## src/rtl/irqbank_pkg.sv

```systemverilog
package irqbank_pkg;

    typedef enum logic [1:0] {
        CLS_SHARED = 2'd0,
        CLS_HOST   = 2'd1,
        CLS_DEVICE = 2'd2,
        CLS_SPARE  = 2'd3
    } reg_class_e;

    typedef enum logic [2:0] {
        SEL_NONE   = 3'd0,
        SEL_STATUS = 3'd1,
        SEL_ENABLE = 3'd2,
        SEL_EVENT  = 3'd3,
        SEL_HCFG   = 3'd4,
        SEL_DCFG   = 3'd5
    } rd_sel_e;

    typedef struct packed {
        logic    mismatch;
        logic    wr_status;
        logic    wr_enable;
        logic    wr_event;
        logic    wr_hcfg;
        logic    wr_dcfg;
        rd_sel_e rd_sel;
    } decode_t;

    localparam int BIT_MODE     = 0;
    localparam int BIT_MISMATCH = 1;
    localparam int BIT_SUMMARY  = 2;

    localparam int OFS_STATUS = 0;
    localparam int OFS_ENABLE = 1;
    localparam int OFS_EVENT  = 2;
    localparam int OFS_CFG    = 0;

    function automatic logic wrong_role(reg_class_e cls, logic host);
        return (cls == CLS_HOST && !host) || (cls == CLS_DEVICE && host);
    endfunction

endpackage

```

## src/rtl/irqbank_decode.sv

```systemverilog
module irqbank_decode
    import irqbank_pkg::*;
#(
    parameter int ADDR_W = 8
) (
    input  logic              req_valid,
    input  logic              req_write,
    input  logic [ADDR_W-1:0] req_addr,
    input  logic              host_mode,
    output decode_t           dec
);
    localparam int OFS_W = ADDR_W - 2;

    reg_class_e       cls;
    logic [OFS_W-1:0] ofs;
    logic             accept;
    rd_sel_e          sel;

    always_comb begin
        cls    = reg_class_e'(req_addr[ADDR_W-1 -: 2]);
        ofs    = req_addr[OFS_W-1:0];
        accept = req_valid && !wrong_role(cls, host_mode);
        sel    = SEL_NONE;
        unique case (cls)
            CLS_SHARED: begin
                if (ofs == OFS_W'(OFS_STATUS))      sel = SEL_STATUS;
                else if (ofs == OFS_W'(OFS_ENABLE)) sel = SEL_ENABLE;
                else if (ofs == OFS_W'(OFS_EVENT))  sel = SEL_EVENT;
            end
            CLS_HOST:   if (ofs == OFS_W'(OFS_CFG)) sel = SEL_HCFG;
            CLS_DEVICE: if (ofs == OFS_W'(OFS_CFG)) sel = SEL_DCFG;
            default:    sel = SEL_NONE;
        endcase

        dec           = '0;
        dec.mismatch  = req_valid && wrong_role(cls, host_mode);
        dec.rd_sel    = (accept && !req_write) ? sel : SEL_NONE;
        dec.wr_status = accept && req_write && (sel == SEL_STATUS);
        dec.wr_enable = accept && req_write && (sel == SEL_ENABLE);
        dec.wr_event  = accept && req_write && (sel == SEL_EVENT);
        dec.wr_hcfg   = accept && req_write && (sel == SEL_HCFG);
        dec.wr_dcfg   = accept && req_write && (sel == SEL_DCFG);
    end

endmodule

```

## src/rtl/irqbank_w1c.sv

```systemverilog
module irqbank_w1c #(
    parameter int W = 8
) (
    input  logic         clk,
    input  logic         rst,
    input  logic [W-1:0] set_i,
    input  logic         clr_en,
    input  logic [W-1:0] clr_data,
    output logic [W-1:0] q
);
    for (genvar i = 0; i < W; i++) begin : g_bit
        always_ff @(posedge clk) begin
            if (rst)
                q[i] <= 1'b0;
            else if (set_i[i])
                q[i] <= 1'b1;
            else if (clr_en && clr_data[i])
                q[i] <= 1'b0;
        end
    end

endmodule

```

## src/rtl/irqbank_combine.sv

```systemverilog
module irqbank_combine #(
    parameter int W = 32
) (
    input  logic         clk,
    input  logic         rst,
    input  logic [W-1:0] status,
    input  logic [W-1:0] enable,
    output logic         irq
);
    always_ff @(posedge clk) begin
        if (rst) irq <= 1'b0;
        else     irq <= |(status & enable);
    end

endmodule

```

## src/rtl/irqbank_top.sv

```systemverilog
module irqbank_top
    import irqbank_pkg::*;
#(
    parameter int DATA_W  = 32,
    parameter int ADDR_W  = 8,
    parameter int N_SRC   = 8,
    parameter int SRC_LSB = 8,
    parameter int N_EVT   = 8,
    parameter int CFG_W   = 16
) (
    input  logic              clk,
    input  logic              rst,
    input  logic              host_mode,
    input  logic [N_SRC-1:0]  src_set,
    input  logic [N_EVT-1:0]  evt_set,
    input  logic              req_valid,
    input  logic              req_write,
    input  logic [ADDR_W-1:0] req_addr,
    input  logic [DATA_W-1:0] req_wdata,
    output logic              rsp_valid,
    output logic [DATA_W-1:0] rsp_rdata,
    output logic              irq
);
    localparam logic [DATA_W-1:0] SRC_FIELD =
        {{(DATA_W-N_SRC){1'b0}}, {N_SRC{1'b1}}} << SRC_LSB;
    localparam logic [DATA_W-1:0] ENABLE_WR =
        SRC_FIELD | (DATA_W'(1) << BIT_MISMATCH) | (DATA_W'(1) << BIT_SUMMARY);

    decode_t           dec;
    logic [0:0]        mis_q;
    logic [N_SRC-1:0]  src_q;
    logic [N_EVT-1:0]  evt_q;
    logic [DATA_W-1:0] mask_q;
    logic [CFG_W-1:0]  hcfg_q;
    logic [CFG_W-1:0]  dcfg_q;
    logic [DATA_W-1:0] status_vec;
    logic [DATA_W-1:0] rd_word;

    irqbank_decode #(.ADDR_W(ADDR_W)) u_dec (
        .req_valid (req_valid),
        .req_write (req_write),
        .req_addr  (req_addr),
        .host_mode (host_mode),
        .dec       (dec)
    );

    irqbank_w1c #(.W(1)) u_mis (
        .clk      (clk),
        .rst      (rst),
        .set_i    (dec.mismatch),
        .clr_en   (dec.wr_status),
        .clr_data (req_wdata[BIT_MISMATCH]),
        .q        (mis_q)
    );

    irqbank_w1c #(.W(N_SRC)) u_src (
        .clk      (clk),
        .rst      (rst),
        .set_i    (src_set),
        .clr_en   (dec.wr_status),
        .clr_data (req_wdata[SRC_LSB +: N_SRC]),
        .q        (src_q)
    );

    irqbank_w1c #(.W(N_EVT)) u_evt (
        .clk      (clk),
        .rst      (rst),
        .set_i    (evt_set),
        .clr_en   (dec.wr_event),
        .clr_data (req_wdata[N_EVT-1:0]),
        .q        (evt_q)
    );

    always_ff @(posedge clk) begin
        if (rst) begin
            mask_q <= '0;
            hcfg_q <= '0;
            dcfg_q <= '0;
        end else begin
            if (dec.wr_enable) mask_q <= req_wdata & ENABLE_WR;
            if (dec.wr_hcfg)   hcfg_q <= req_wdata[CFG_W-1:0];
            if (dec.wr_dcfg)   dcfg_q <= req_wdata[CFG_W-1:0];
        end
    end

    always_comb begin
        status_vec                  = '0;
        status_vec[BIT_MODE]        = host_mode;
        status_vec[BIT_MISMATCH]    = mis_q[0];
        status_vec[BIT_SUMMARY]     = |evt_q;
        status_vec[SRC_LSB +: N_SRC] = src_q;
    end

    always_comb begin
        unique case (dec.rd_sel)
            SEL_STATUS: rd_word = status_vec;
            SEL_ENABLE: rd_word = mask_q;
            SEL_EVENT:  rd_word = {{(DATA_W-N_EVT){1'b0}}, evt_q};
            SEL_HCFG:   rd_word = {{(DATA_W-CFG_W){1'b0}}, hcfg_q};
            SEL_DCFG:   rd_word = {{(DATA_W-CFG_W){1'b0}}, dcfg_q};
            default:    rd_word = '0;
        endcase
    end

    always_ff @(posedge clk) begin
        if (rst) begin
            rsp_valid <= 1'b0;
            rsp_rdata <= '0;
        end else begin
            rsp_valid <= req_valid;
            rsp_rdata <= rd_word;
        end
    end

    irqbank_combine #(.W(DATA_W)) u_irq (
        .clk    (clk),
        .rst    (rst),
        .status (status_vec),
        .enable (mask_q),
        .irq    (irq)
    );

endmodule

```

## config.mk

```make
export PLATFORM = sky130hd
export DESIGN_NAME = irqbank_top
export DESIGN_NICKNAME = d
export VERILOG_FILES = /design/src/rtl/irqbank_pkg.sv /design/src/rtl/irqbank_decode.sv /design/src/rtl/irqbank_w1c.sv /design/src/rtl/irqbank_combine.sv /design/src/rtl/irqbank_top.sv
export SDC_FILE = /design/constraint.sdc
export NUM_CORES = 1
export LEC_CHECK = 0
export ABC_AREA = 1
export BUFFER_PORTS_ARGS = -buffer_cell sky130_fd_sc_hd__buf_2
export CAP_MARGIN = 20
export CELL_PAD_IN_SITES_DETAIL_PLACEMENT = 0
export CELL_PAD_IN_SITES_GLOBAL_PLACEMENT = 1
export CORE_AREA = 2 2 99 101
export CTS_CLUSTER_DIAMETER = 200
export DETAILED_ROUTE_END_ITERATION = 6
export DIE_AREA = 0 0 101 103
export PLACE_DENSITY_LB_ADDON = 0.1
export SYNTH_ARGS = -nofsm -noshare
export SYNTH_HDL_FRONTEND = slang
export SYNTH_SLANG_ARGS = --single-unit
```

## constraint.sdc

```tcl
create_clock -name clk -period 1.5 [get_ports clk]
set_clock_uncertainty 0.05 [all_clocks]
set_input_delay 0.15 -clock clk [delete_from_list [all_inputs] [get_ports clk]]
set_output_delay 0.15 -clock clk [all_outputs]
set_load 0.05 [all_outputs]
```

==> results.toml <==
[placement]
io_buffers = 62
post-dp-hpwl_um = 6387
place_inst = 649
gp_routability_congestion = 0.7460

[detailed_routing]
drt_iter0_drc = 113
first_pass_iters = 5
avgViaCountPerCell = 4.576
routed_wl_um = 8908
wl_per_cell_um = 13.06
drc = 0
ant_nets = 0
num_vias = 3121

[final_layout]
final_cells = 682
nets = 624
antenna_cells = 0
fillers = 959
regArea_mm2 = 0.001541
area_growth_pct = 29.80
layout-drive-gt1-share_pct = 22.36
multiInputGateArea_mm2 = 0.001496

[synth]
ys_top_cells_by_area = "dfxtp_1 45%, nand2_1 8.6%, a21oi_1 7.2%"
yosys.cell_types.count = 25
syn_avg_cell_area_um2 = 7.369
synth_warnings = 0
syn_inst = 461
yosysSeqAreaShare_pct = 45.38
synth_top_area_share_pct = 45.38
synth_top_cell_by_area = "dfxtp_1"
syn-cell-area_mm2 = 0.003397
synth_seq_cells = 77

[cts]
cts_tree = "yes"
h-tree-depth = 3
cts_buffers = 9
clk_latency_ps = 350
cts_buffer_depth = 2
root_buffer = "clkbuf_8"
clkTransAtPathRegs_ps = 90
clock-sinks = 77

[worst_setup_path]
critical_path_required_ps = 1750
r2r_cells = 6
cp_max_fo = 9
path_class = "input pin to register"
start_kind = "input pin"
cp.arrival_ps = 1460
r2r_slack_ps = 300
r2r_end = "rsp_rdata[2]"
rr_startpoint = "u_evt.q[5]"
cp-end-kind = "register"

[floorplan]
row_count = 36
die_x_um = 101
die-area_mm2 = 0.01040
core-area_mm2 = 0.009459
pin_count = 95
start_util_pct = 35.91
fp.dieH_um = 103

[worst_hold_path]
min_path_type = "input pin to register"
holdPathEnd = "hcfg_q[7]"
hold_start = "req_wdata[7]"
min_delay_path_depth = 3

[timing]
setup_viol_count_final = 0
hold_viol = 0
rsz0062_at_grt = "false"
fin_crit_sh_pct = 81.11
slew_viol_final = 0
min_period_ps = 1217
fmax_mhz = 821.9

[grt]
grt_max_degree = 43
grt_usage_pct = 18.09
grt_pass1_wl_um = 14390
grt_overflow = 0
antenna_found_initial = 0
first_global_vias = 2971

[pwr]
power_density_mw_per_mm2 = 927.5
finalPower_w = 0.004089
irDropWorstVdd_v = 0.0004488
p_leak_nw = 2.134

[status]
outcome = "complete, no violations"

[job]
max-cap-violations = 0
-- area by class of cell --
type                    instances  share of cell area (%)
flip-flops and latches         77                   34.96
multi-input cells             317                   33.94
repair buffers                112                   19.35
inverters                      46                   4.030
well taps                     114                   3.235
clock buffers                  10                   2.894
clock inverters                 6                   1.589
-- layer usage --
metal	routed length, um	vias up	GRT usage [%]
met5	0	-	0
met2	4217	69	31.08
met4	94	0	5.925
met1	4203	1377	23.28
met3	392	9	2.915
li1	-	1666	-
-- registers in the layout, indices dropped and copies added (netlist names) --
name / flops
u_evt.q: 8
hcfg_q: 16
u_src.q: 8
dcfg_q: 16
mask_q: 10
u_mis.q: 1
u_irq.irq: 1
rsp_rdata: 16
rsp_valid: 1
-- Yosys cell counts (all sizes together) --
cell    number
a21oi       49
dfxtp       77
nand3       42
nor3         1
nor2        71
a31oi        1
inv         44
a22o         4
clkbuf       5
conb         1
nand2       78
nand4        4
clkinv       2
buf         31
o21ai       51
-- logic make-up after synthesis --
kind of cell / after synthesis / synth area share, %
other: 1 / 0.1104
flip-flops: 77 / 45.38
AND/OR/NAND/NOR: 196 / 26.11
buffers and inverters: 82 / 12.45
AO/OA/AOI/OAI: 105 / 15.95
-- critical path: stages --
cell,delay [ps]
buf_2,100
nor2_2,160
nand3_1,140
nor2_1,210
inv_2,120
nand3_1,100
nand3_2,110
buf_12,170
inv_2,90
nand2_1,60
inv_1,50
-- stage by stage --
step	util [%]	TNS, ps	setup WS [ps]	instance area (um2)	hold WS (ps)
2_1_floorplan	-	0	247.9	3453	217.4
3_3_place_gp	42.49	-105.9	-25.65	4019	302.3
3_5_place_dp	42.49	-1073	-73.04	4019	310.1
4_1_cts	46.38	0	33.13	4387	1.826
5_1_grt	46.61	0	127.9	4409	27.65
6_report	46.61	0	283.3	4409	23.11
-- power breakdown --
part           total (W)  internal [W]  switching, W
Clock            0.00159      0.000781      0.000812
Combinational   0.000390      0.000143      0.000247
Sequential       0.00211       0.00208     0.0000283
Total            0.00409       0.00300       0.00109
-- cell usage in the layout, fill, tap and decap left out, drive strengths merged, types with 10 or more instances in the layout --
cell type / instances
conb: 16
dfxtp: 77
o21ai: 51
buf: 95
nand3: 42
nand2: 78
a21oi: 49
clkbuf: 10
dlygate4sd3: 16
inv: 46
nor2: 71
-- worst max path at each step --
| stage | end | start | slack, ps |
|---|---|---|---|
| after floorplan | rsp_rdata[4] | req_addr[5] | 250 |
| final | rsp_rdata[14] | req_addr[3] | 280 |
| after CTS | rsp_rdata[14] | req_valid | 30 |
| after detailed placement | rsp_rdata[3] | req_addr[3] | -70 |
| after global placement | rsp_rdata[3] | req_addr[3] | -30 |
| after global routing | rsp_rdata[1] | req_addr[5] | 130 |
-- repair_timing --
item	CTS	global route
hold buffers	17	0
hold endpoints to repair	17	0
buffers inserted	0	1
setup endpoints to repair	0	26
gates resized for setup	0	5
(Power assumes the default switching activity.)
